## config.mk

```make
export PLATFORM = sky130hd
export DESIGN_NAME = scrub_engine
export DESIGN_NICKNAME = d
export VERILOG_FILES = /design/src/rtl/scrub_pkg.sv /design/src/rtl/scrub_timer.sv /design/src/rtl/scrub_fsm.sv /design/src/rtl/scrub_ptr.sv /design/src/rtl/scrub_engine.sv
export SDC_FILE = /design/constraint.sdc
export NUM_CORES = 1
export LEC_CHECK = 0
export ABC_AREA = 1
export BUFFER_PORTS_ARGS = -buffer_cell sky130_fd_sc_hd__buf_2
export CORE_ASPECT_RATIO = 0.5
export CORE_MARGIN = 5
export CORE_UTILIZATION = 55
export CTS_CLUSTER_DIAMETER = 100
export DETAILED_ROUTE_END_ITERATION = 10
export MAX_ROUTING_LAYER = met4
export PLACE_DENSITY = 0.88
export SYNTH_ARGS = -nofsm -noshare
export SYNTH_HDL_FRONTEND = slang
export SYNTH_SLANG_ARGS = --single-unit
```

## constraint.sdc

```tcl
create_clock -name clk -period 6 [get_ports clk]
set_clock_uncertainty 0.2 [all_clocks]
set_input_delay 0 -clock clk [delete_from_list [all_inputs] [get_ports clk]]
set_output_delay 0 -clock clk [all_outputs]
set_load 0.01 [all_outputs]
```

## src/rtl/scrub_pkg.sv

```systemverilog
package scrub_pkg;
   typedef enum logic [2:0] {
      SC_IDLE,
      SC_WARN,
      SC_READ,
      SC_WBACK,
      SC_HOLD,
      SC_TAIL
   } scrub_state_e;
endpackage

```

## src/rtl/scrub_timer.sv

```systemverilog
module scrub_timer
   import scrub_pkg::*;
#(
   parameter int CW         = 4,
   parameter int RATE_UNIT  = 16,
   parameter int LEAD_BASE  = 4,
   parameter int LEAD_STEP  = 2,
   parameter int STROBE_CYC = 8,
   parameter int TAIL_CYC   = 3
) (
   input  logic           clk,
   input  logic           rst_n,
   input  scrub_state_e   phase,
   input  logic           restart,
   input  logic [CW-1:0]  rate_code,
   input  logic [CW-1:0]  lead_code,
   output logic           expire
);
   localparam int NCODE    = 2 ** CW;
   localparam int MAX_RATE = RATE_UNIT * NCODE;
   localparam int MAX_LEAD = LEAD_BASE + LEAD_STEP * (NCODE - 1);
   localparam int MAX_A    = (MAX_RATE > MAX_LEAD) ? MAX_RATE : MAX_LEAD;
   localparam int MAX_B    = (STROBE_CYC > TAIL_CYC) ? STROBE_CYC : TAIL_CYC;
   localparam int MAX_ALL  = (MAX_A > MAX_B) ? MAX_A : MAX_B;
   localparam int TW       = $clog2(MAX_ALL + 1);

   initial begin
      assert (CW >= 1) else $error("scrub_timer: CW must be at least 1");
      assert (RATE_UNIT >= 1) else $error("scrub_timer: RATE_UNIT must be at least 1");
      assert (LEAD_BASE >= 1) else $error("scrub_timer: LEAD_BASE must be at least 1");
      assert (STROBE_CYC >= 3) else $error("scrub_timer: STROBE_CYC must be at least 3");
      assert (TAIL_CYC >= 1) else $error("scrub_timer: TAIL_CYC must be at least 1");
   end

   logic [TW-1:0] rate_lut [NCODE];
   logic [TW-1:0] lead_lut [NCODE];

   for (genvar g = 0; g < NCODE; g++) begin : g_lut
      assign rate_lut[g] = TW'(RATE_UNIT * (g + 1));
      assign lead_lut[g] = TW'(LEAD_BASE + LEAD_STEP * g);
   end

   logic [TW-1:0] tick;
   logic [TW-1:0] limit;

   always_comb begin
      case (phase)
         SC_IDLE: limit = rate_lut[rate_code];
         SC_WARN: limit = lead_lut[lead_code];
         SC_HOLD: limit = TW'(STROBE_CYC - 2);
         SC_TAIL: limit = TW'(TAIL_CYC);
         default: limit = TW'(1);
      endcase
   end

   assign expire = (tick == limit - TW'(1));

   always_ff @(posedge clk or negedge rst_n) begin
      if (!rst_n)       tick <= '0;
      else if (restart) tick <= '0;
      else if (!expire) tick <= tick + TW'(1);
   end

   // the phase counter never passes the limit of the current phase
   p_tick_bound_r5: assert property (@(posedge clk) disable iff (!rst_n)
      tick <= limit - TW'(1) || restart || $changed(phase));
endmodule

```

## src/rtl/scrub_fsm.sv

```systemverilog
module scrub_fsm
   import scrub_pkg::*;
(
   input  logic         clk,
   input  logic         rst_n,
   input  logic         is_slave,
   input  logic         en,
   input  logic         cfg_wr,
   input  logic         expire,
   input  logic         scrub_n_i,
   output scrub_state_e state,
   output logic         restart,
   output logic         start,
   output logic         busy_n_o,
   output logic         scrub_n_o,
   output logic         mem_rd,
   output logic         mem_wr
);
   scrub_state_e nxt;
   logic         prev_n;
   logic         fall;

   assign fall = prev_n & ~scrub_n_i;

   always_comb begin
      nxt = state;
      case (state)
         SC_IDLE: begin
            if (en) begin
               if (is_slave) begin
                  if (fall) nxt = SC_READ;
               end else if (expire && !cfg_wr) begin
                  nxt = SC_WARN;
               end
            end
         end
         SC_WARN:  if (expire) nxt = SC_READ;
         SC_READ:  nxt = SC_WBACK;
         SC_WBACK: nxt = SC_HOLD;
         SC_HOLD: begin
            if (is_slave) begin
               if (scrub_n_i) nxt = SC_IDLE;
            end else if (expire) begin
               nxt = SC_TAIL;
            end
         end
         SC_TAIL:  if (expire) nxt = SC_IDLE;
         default:  nxt = SC_IDLE;
      endcase
   end

   assign restart = (nxt != state) || (state == SC_IDLE && (!en || cfg_wr));
   assign start   = (nxt == SC_READ) && (state != SC_READ);

   always_ff @(posedge clk or negedge rst_n) begin
      if (!rst_n) begin
         state  <= SC_IDLE;
         prev_n <= 1'b1;
      end else begin
         state  <= nxt;
         prev_n <= scrub_n_i;
      end
   end

   assign busy_n_o  = ~(~is_slave & (state != SC_IDLE));
   assign scrub_n_o = ~(~is_slave & (state == SC_READ || state == SC_WBACK || state == SC_HOLD));
   assign mem_rd    = (state == SC_READ);
   assign mem_wr    = (state == SC_WBACK);

   // the warning is already active when the strobe falls
   p_busy_lead_r2: assert property (@(posedge clk) disable iff (!rst_n)
      $fell(scrub_n_o) |-> !busy_n_o);
   // memory access only under the strobe in master mode
   p_access_window_r3: assert property (@(posedge clk) disable iff (!rst_n)
      (mem_rd || mem_wr) && !is_slave |-> !scrub_n_o);
   // the warning is released only after the strobe
   p_tail_order_r4: assert property (@(posedge clk) disable iff (!rst_n)
      $rose(busy_n_o) |-> scrub_n_o);
   // a write-back directly follows its read
   p_wr_after_rd_r7: assert property (@(posedge clk) disable iff (!rst_n)
      mem_wr |-> $past(mem_rd));
   // no scrub starts while disabled
   p_no_start_off_r9: assert property (@(posedge clk) disable iff (!rst_n)
      start |-> en);
   // a slave engine never enters the warning or tail phases
   p_slave_no_warn_r10: assert property (@(posedge clk) disable iff (!rst_n)
      is_slave && state == SC_IDLE |=> state != SC_WARN);
endmodule

```

## src/rtl/scrub_ptr.sv

```systemverilog
module scrub_ptr #(
   parameter int AW = 19,
   parameter int DW = 32
) (
   input  logic          clk,
   input  logic          rst_n,
   input  logic          cfg_wr,
   input  logic          start,
   input  logic          cap,
   input  logic [DW-1:0] rdata,
   input  logic          rerr,
   output logic [AW-1:0] ptr,
   output logic [DW-1:0] wdata,
   output logic          err_flag,
   output logic [AW-1:0] err_addr
);
   initial begin
      assert (AW >= 2) else $error("scrub_ptr: AW must be at least 2");
      assert (DW >= 1) else $error("scrub_ptr: DW must be at least 1");
   end

   always_ff @(posedge clk or negedge rst_n) begin
      if (!rst_n) begin
         ptr      <= '1;
         wdata    <= '0;
         err_flag <= 1'b0;
         err_addr <= '0;
      end else begin
         if (cfg_wr)     ptr <= '1;
         else if (start) ptr <= ptr + AW'(1);
         if (cap) wdata <= rdata;
         if (cfg_wr) begin
            err_flag <= 1'b0;
         end else if (cap && rerr) begin
            err_flag <= 1'b1;
            err_addr <= ptr;
         end
      end
   end

   // one step per scrub, wrapping from all ones to zero
   p_ptr_step_r6: assert property (@(posedge clk) disable iff (!rst_n)
      start && !cfg_wr |=> ptr == $past(ptr) + AW'(1));
   // a configuration write re-arms the pointer
   p_ptr_cfg_r6: assert property (@(posedge clk) disable iff (!rst_n)
      cfg_wr |=> ptr == '1);
   // the error flag holds until the next configuration write
   p_err_sticky_r8: assert property (@(posedge clk) disable iff (!rst_n)
      err_flag && !cfg_wr |=> err_flag);
endmodule

```

## src/rtl/scrub_engine.sv

```systemverilog
module scrub_engine
   import scrub_pkg::*;
#(
   parameter int AW         = 19,
   parameter int DW         = 32,
   parameter int CW         = 4,
   parameter int RATE_UNIT  = 16,
   parameter int LEAD_BASE  = 4,
   parameter int LEAD_STEP  = 2,
   parameter int STROBE_CYC = 8,
   parameter int TAIL_CYC   = 3
) (
   input  logic          clk,
   input  logic          rst_n,
   input  logic          is_slave,
   input  logic          cfg_wr,
   input  logic [CW-1:0] cfg_rate_code,
   input  logic [CW-1:0] cfg_lead_code,
   input  logic          cfg_scrub_off,
   input  logic          cfg_bypass,
   input  logic          scrub_n_i,
   output logic          busy_n_o,
   output logic          scrub_n_o,
   output logic          mem_rd,
   output logic          mem_wr,
   output logic [AW-1:0] mem_addr,
   output logic [DW-1:0] mem_wdata,
   input  logic [DW-1:0] mem_rdata,
   input  logic          mem_err,
   output logic [AW-1:0] scrub_ptr,
   output logic          err_flag,
   output logic [AW-1:0] err_addr
);
   scrub_state_e  state;
   logic          restart;
   logic          start;
   logic          expire;
   logic          en;
   logic [AW-1:0] ptr;

   assign en = ~cfg_scrub_off & ~cfg_bypass;

   scrub_timer #(
      .CW(CW), .RATE_UNIT(RATE_UNIT), .LEAD_BASE(LEAD_BASE),
      .LEAD_STEP(LEAD_STEP), .STROBE_CYC(STROBE_CYC), .TAIL_CYC(TAIL_CYC)
   ) i_timer (
      .clk(clk), .rst_n(rst_n), .phase(state), .restart(restart),
      .rate_code(cfg_rate_code), .lead_code(cfg_lead_code), .expire(expire)
   );

   scrub_fsm i_fsm (
      .clk(clk), .rst_n(rst_n), .is_slave(is_slave), .en(en), .cfg_wr(cfg_wr),
      .expire(expire), .scrub_n_i(scrub_n_i), .state(state), .restart(restart),
      .start(start), .busy_n_o(busy_n_o), .scrub_n_o(scrub_n_o),
      .mem_rd(mem_rd), .mem_wr(mem_wr)
   );

   scrub_ptr #(.AW(AW), .DW(DW)) i_ptr (
      .clk(clk), .rst_n(rst_n), .cfg_wr(cfg_wr), .start(start), .cap(mem_rd),
      .rdata(mem_rdata), .rerr(mem_err), .ptr(ptr), .wdata(mem_wdata),
      .err_flag(err_flag), .err_addr(err_addr)
   );

   assign mem_addr  = ptr;
   assign scrub_ptr = ptr;

   // the write-back targets the address that was just read
   p_wb_addr_r7: assert property (@(posedge clk) disable iff (!rst_n)
      mem_wr |-> $stable(mem_addr));
   // the pointer moves only when a scrub starts or on configuration
   p_ptr_quiet_r9: assert property (@(posedge clk) disable iff (!rst_n)
      !en && !cfg_wr |=> $stable(scrub_ptr));
endmodule

```

==> flow_metrics.tcl, run 1 <==
set metrics [dict create \
    outcome "complete, no violations" \
    start_kind "flop" \
    vias 4507 \
    arrival_ns 3.27 \
    intPower_uw 1450 \
    fmax_mhz 310 \
    cts.clk_slew.worst_paths_ns 0.07 \
    worst-slew-pin-transition_ns 1.04 \
    die_x_um 138 \
    cts_max_path_buffers 2 \
    netlist.area_leader.share 0.356 \
    core_mm2 0.00797 \
    synthCells 587 \
    drive_gt1_frac 0.285 \
    hold_path_end "i_timer.tick[0]" \
    synthAdderAreaFrac 0.0195 \
    post-dp-hpwl_mm 8.10 \
    synth_cell_types 29 \
    synth_top_family_by_area "simple AND/OR/NAND/NOR gates" \
    p_per_area_mw_per_mm2 414 \
    met1_length_mm 4.88 \
    start_util 0.565 \
    wl_per_cell_um 14.5 \
    ir_drop_mv 0.241 \
    min_path_type "in2reg" \
    worst_ep_required_time_ns 6.04 \
    synthXorXnorAreaFrac 0.0214 \
    min_period_ns 3.23 \
    p_leak_uw 0.00320 \
    die_h_um 74.0 \
    wl_mm 12.5 \
    slew_headroom 0.307 \
    timing.rr.start "i_fsm.state[0]" \
    antenna_found_initial 0 \
    muxShareOfSynthArea 0 \
    yosysMostFrequentCell "nand2_1" \
    wl_met2_mm 6.38 \
    synth_top_cells_by_count "214 x nand2_1, 64 x dfrtp_1, 52 x nand3_1" \
    area_growth_pct 29.7 \
    fillers 557 \
    yosys-top-cells-area "dfrtp_1 36%, nand2_1 18%, dfstp_2 12%" \
    dieArea_mm2 0.0102 \
    switching_share 0.399 \
    ant_nets 0 \
    ys.flop_type "dfrtp_1" \
    via_per_inst 5.23 \
    yosys_warnings 0 \
    holdWs_ns 0.0900 \
    gp_congestion 0.887 \
    multiInputGateArea_mm2 0.00194 \
    route.met3.wl_um 770 \
    min_period_over_period 0.538 \
    cap_violations 0 \
    synth-simple-area-share 0.334 \
    ioPinCount 142 \
    grt_pass1_wl_mm 19.9 \
    synth_nets 642 \
    hold_depth 8 \
    highest_layer "met4" \
    antennaDiodeCount 0 \
    synth-compound-area-share 0.0564 \
    setup_viol 0 \
    synth-seq-area-share 0.473 \
    core.rowCount 23 \
    synth_top_area_cell "dfrtp_1" \
    end_kind "flop" \
    htreeDepth 3 \
    p_seq_frac 0.365 \
    pwr-share-clk 0.235 \
    route.detailed.drc 0 \
    r2r_cells 17 \
    drtIter0Drc 452 \
    clkSinkCount 84 \
    clk_latency_ns 0.34 \
    synth_edf_count 0 \
    ys_ff_latch 84 \
    combinationalPowerShare 0.401 \
    final_nets 800 \
    r2r_slack_ns 2.77 \
    switching_power_uw 964 \
    crit_fanout 27 \
    grt_pass1_vias 4310 \
    critPathKind "reg2reg" \
    r2r_end "i_ptr.ptr[3]" \
    netlist_area_mm2 0.00450 \
    rsz0062_at_grt "false" \
    avgSynthCellArea_um2 7.67 \
    grt_overflow_total 0 \
    numPortBuffers 141 \
    power.total_uw 2420 \
    grt_max_degree 85 \
    min_from "cfg_bypass" \
    slew_violations 0 \
    grt_util_all_layers 0.259 \
    cts-buffers-inserted 9 \
    drt_first_pass_iters 5 \
    cts_root_buf "clkbuf_16" \
    seq_area_mm2 0.00213 \
    async_flop_share 1.00 \
    cts_resized 0 \
    cts_tree "built" \
    setup_tns_ns 0 \
    finalHoldViolCount 0 \
]
## placed cells by master (no fill, tap or decap), drive strengths merged
master / count
nand2: 223
clkinvlp: 2
nor2: 42
bufinv: 1
dlygate4sd3: 38
dfrtp: 64
xnor2: 2
buf: 143
a21oi: 10
ha: 7
nand4: 9
clkbuf: 9
and3: 1
inv: 59
or2: 1
nor4: 3
xor2: 9
clkinv: 2
nand3b: 2
dfstp: 20
o21ai: 40
nand3: 52
nor3: 11
## critical path: stages, from the launching register on
cell and delay, ns:
dfrtp_1 0.55, nand2_1 0.09, nand2_1 0.09, nand2_1 0.06, ha_1 0.21, xnor2_1 0.17
xor2_1 0.17, nand2_1 0.08, nor2_1 0.10, nand2_1 0.05, nor2_1 0.12, nand2_2 0.16
inv_1 0.11, nand2_1 0.09, nand2_2 0.39, inv_2 0.17, o21ai_0 0.21, nand3_1 0.10
## sequential cells by signal (all words and copies together), names as in the netlist
name,flops
i_fsm.prev_n,1
i_fsm.state,3
i_ptr.err_addr,19
i_ptr.err_flag,1
i_ptr.ptr,19
i_ptr.wdata,32
i_timer.tick,9
## routing by layer
metal  vias to the layer above  GRT usage
met2                       186      0.443
met3                        52     0.0635
met4                         0      0.119
li1                       2157          -
met5                         -          -
met1                      2112      0.292
## final cells by class
cell class | count | area share
Timing Repair Buffer | 181 | 0.189
Inverter | 57 | 0.0367
Tap cell | 112 | 0.0240
Clock inverter | 7 | 0.0141
Sequential cell | 84 | 0.364
Clock buffer | 9 | 0.0386
Multi-Input combinational cell | 412 | 0.333
## metrics by stage
stage | area, um2 | setup WS [ns] | utilization | std cells
after global routing | 5840 | 2.46 | 0.732 | 862
after detailed placement | 5150 | 2.88 | 0.646 | 808
after floorplan | 4500 | 3.59 | - | 587
after CTS | 5840 | 2.78 | 0.732 | 862
after global placement | 5150 | 3.05 | 0.646 | 808
final | 5840 | 2.77 | 0.732 | 862
## cells by family after synthesis
group	Yosys count
flops	84
simple gates	344
xor+xnor	11
compound gates	50
buf+inv	91
fa+ha+maj	7
## worst max path at each step
stage                              start               to  slack (ns)
after floorplan           i_fsm.state[0]  i_timer.tick[7]        3.59
after global placement    i_fsm.state[0]     i_ptr.ptr[2]        3.05
after detailed placement  i_fsm.state[0]     i_ptr.ptr[8]        2.88
after CTS                 i_fsm.state[0]     i_ptr.ptr[8]        2.78
after global routing      i_fsm.state[0]     i_ptr.ptr[3]        2.46
final                     i_fsm.state[0]     i_ptr.ptr[3]        2.77
## power groups by stage
stage | clock, uW | combinational (uW) | sequential, uW
finish | 568 | 968 | 881
global route | 605 | 1080 | 903
CTS | 576 | 969 | 876
detailed placement | 0 | 945 | 877
global placement | 0 | 911 | 873
floorplan | 0 | 541 | 947
## timing repair
item,CTS,global route
hold endpoints to repair,105,0
hold buffers,38,0
setup endpoints to repair,0,0
setup buffers,0,0
(Power assumes the default switching activity.)
==> run 2, diff against run 1 <==
ABC_AREA = 0   (was 1)
CORE_UTILIZATION = 52   (was 55)
PLACE_DENSITY = 0.84   (was 0.88)
clock period = 3.01 ns   (was 6 ns; I/O delays follow)
==> run 2 against run 1 <==
  * Combinational power is 140% higher
  * Wire length is 17% higher
  * Sequential power is 100% higher
  * Die area up 6.1%
  * Worst hold slack lost 0.014 ns
  * Maximum frequency down 2.1%
  * Clock power is 78% higher
  * The flow now finishes with violations (setup timing)
  * Final area rose by 11%
  * Power increased by 110%
  * Register-to-register slack got worse by 3.1 ns
==> flow_metrics.tcl, run 2 <==
set metrics [dict create \
    outcome "finished with violations" \
    violations "setup timing" \
    setup_viol 27 \
    ioPinCount 142 \
    ys_ff_latch 84 \
    pwr-share-clk 0.198 \
    fmax_mhz 303 \
    netlist.area_leader.share 0.352 \
    cts_max_path_buffers 2 \
    hold_path_end "i_fsm.state[0]" \
    min_from "cfg_bypass" \
    yosys-top-cells-area "dfrtp_1 35%, mux2_2 12%, dfstp_2 12%" \
    vias 4256 \
    min_path_type "in2reg" \
    antennaDiodeCount 0 \
    wl_per_cell_um 19.6 \
    grt_pass1_vias 4567 \
    numPortBuffers 141 \
    gp_congestion 0.862 \
    drive_gt1_frac 0.511 \
    core_mm2 0.00862 \
    antenna_found_initial 0 \
    r2r_end "i_ptr.ptr[6]" \
    cts-buffers-inserted 9 \
    regMostFlops "i_ptr.wdata" \
    critPathKind "reg2reg" \
    combinationalPowerShare 0.452 \
    min_period_ns 3.30 \
    synth-seq-area-share 0.468 \
    route.met3.wl_mm 1.05 \
    grt_pass1_wl_mm 23.3 \
    wl_met2_mm 7.33 \
    clk_latency_ns 0.34 \
    reg.largest.list "i_ptr.wdata (32), i_ptr.err_addr (19), i_ptr.ptr (19)" \
    worst-slew-pin-transition_ns 1.04 \
    p_leak_uw 0.00297 \
    r2r_slack_ns -0.29 \
    area_growth_pct 42.3 \
    start_kind "flop" \
    p_per_area_mw_per_mm2 794 \
    final_util 0.751 \
    die_h_um 76.1 \
    avgSynthCellArea_um2 11.0 \
    die_x_um 142 \
    yosysMostFrequentCell "dfrtp_1" \
    synth_edf_count 0 \
    power.total_uw 5130 \
    core.rowCount 24 \
    drtIter0Drc 432 \
    finalHoldViolCount 0 \
    cts_tree "built" \
    htreeDepth 3 \
    rsz0062_at_grt "true" \
    highest_layer "met4" \
    grt_overflow_total 0 \
    layout_common_cells "140 x buf_2, 63 x dfrtp_1, 51 x buf_4" \
    post-dp-hpwl_mm 8.33 \
    async_flop_share 1.00 \
    crit_fanout 6 \
    drt_first_pass_iters 5 \
    netlist_area_mm2 0.00455 \
    yosys_warnings 0 \
    hold_depth 5 \
    route.detailed.drc 0 \
    intPower_uw 3230 \
    largest_register_ffs 32 \
    clkSinkCount 84 \
    wl_mm 14.6 \
    arrival_ns 3.38 \
    ant_nets 0 \
    p_seq_frac 0.350 \
    dieArea_mm2 0.0108 \
    synth_cell_types 63 \
    pre_cts_slack_ns -0.426 \
    worst_ep_required_time_ns 3.09 \
    timing.rr.start "i_fsm.state[2]" \
    final_nets 676 \
    cap_violations 0 \
    grt_max_degree 85 \
    slew_violations 0 \
    switching_power_uw 1900 \
    r2r_cells 10 \
    synth_top_area_cell "dfrtp_1" \
    setup_ws_ns -0.288 \
    slew_headroom 0.305 \
    min_period_over_period 1.10 \
    holdWs_ns 0.0765 \
    ir_drop_mv 0.456 \
    cts.clk_slew.worst_paths_ns 0.06 \
    via_per_inst 5.73 \
    grt_util_all_layers 0.278 \
    cts_root_buf "clkbuf_16" \
    final_common_cell "buf_2" \
    switching_share 0.370 \
    start_util 0.528 \
    synth_top_cells_by_count "64 x dfrtp_1, 49 x mux2_2, 27 x nor2_1" \
    end_kind "flop" \
    synth_nets 470 \
    met1_length_mm 5.39 \
    ys.flop_type "dfrtp_1" \
    synthCells 415 \
]
[run 2: cell count changes in the layout (fill, tap and decap cells not counted), sizes merged, moves of 6 or more]
cell | before | now
buf | 143 | 198
nor2 | 42 | 27
nand3 | 52 | 25
clkbuf | 9 | 16
o21ai | 40 | 17
nand2b | 0 | 7
nand2 | 223 | 15
nor2b | 0 | 11
xnor2 | 2 | 8
mux2i | 0 | 9
mux2 | 0 | 49
a21o | 0 | 6
inv | 59 | 13
or3 | 0 | 6
[run 2: metrics by stage]
step,instances,TNS (ns),instance area [um2]
floorplan,415,-2.37,4550
global placement,678,-4.56,5510
detailed placement,678,-7.28,5510
CTS,743,-5.92,6360
global route,743,-8.25,6470
finish,743,-4.15,6470
[run 2: worst max-delay path by stage]
stage	end	slack (ns)	cells after the start	from
4_1_cts	i_ptr.ptr[6]	-0.31	10	i_fsm.state[2]
3_3_place_gp	i_ptr.ptr[14]	-0.31	11	cfg_lead_code[1]
3_5_place_dp	i_ptr.ptr[14]	-0.43	11	cfg_lead_code[1]
5_1_grt	i_ptr.ptr[18]	-0.43	10	i_fsm.state[2]
6_report	i_ptr.ptr[6]	-0.29	10	i_fsm.state[2]
2_1_floorplan	i_ptr.ptr[15]	-0.22	11	i_fsm.state[2]
[run 2: timing repair]
action / in CTS / in global routing
endpoints found under the hold margin: 108 / 0
resized for setup: 28 / 32
hold buffers: 37 / 0
endpoints found under the setup margin: 29 / 31
pin swaps: 15 / 19
buffers inserted: 13 / 3
[run 2: area by class of cell]
cell class,instances,area (um2)
multi-input cells,278,2350
fillers,538,2150
flip-flops and latches,84,2130
repair buffers,235,1530
clock buffers,16,262
well taps,117,146
inverters,13,48.8
[run 2: critical path, stage by stage (launching register included)]
cell       delay (ns)
dfrtp_1          0.40
or2_4            0.30
a21o_1           0.21
a2111oi_4        0.30
a2bb2oi_2        0.14
a2111oi_4        0.37
nand4_2          0.17
o41a_4           0.43
buf_6            0.16
or4_4            0.48
nand3_2          0.09
[run 2: power groups by stage]
stage	combinational, uW	clock [uW]	sequential, uW
2_1_floorplan	1000	0	1920
3_3_place_gp	1920	0	1730
3_5_place_dp	1990	0	1760
4_1_cts	2150	1010	1750
5_1_grt	2480	1080	1840
6_report	2320	1010	1800
[run 2: kinds of logic (layout without fill, tap and decap cells)]
family                     count (synthesis)  in the layout  share of synthesized area
AOI/OAI and AO/OA                         63             63                      0.111
xor gates and xnor gates                  16             16                     0.0308
adders and majority gates                  7              7                     0.0193
buffers and inverters                     53            264                     0.0614
DFF                                       84             84                      0.468
muxes                                     58             58                      0.141
and+or+nand+nor                          134            134                      0.169
[run 2: metal layers]
layer,track usage,vias up
li1,-,1884
met1,0.301,2066
met2,0.475,216
met3,0.0639,90
met4,0.149,0
met5,-,-
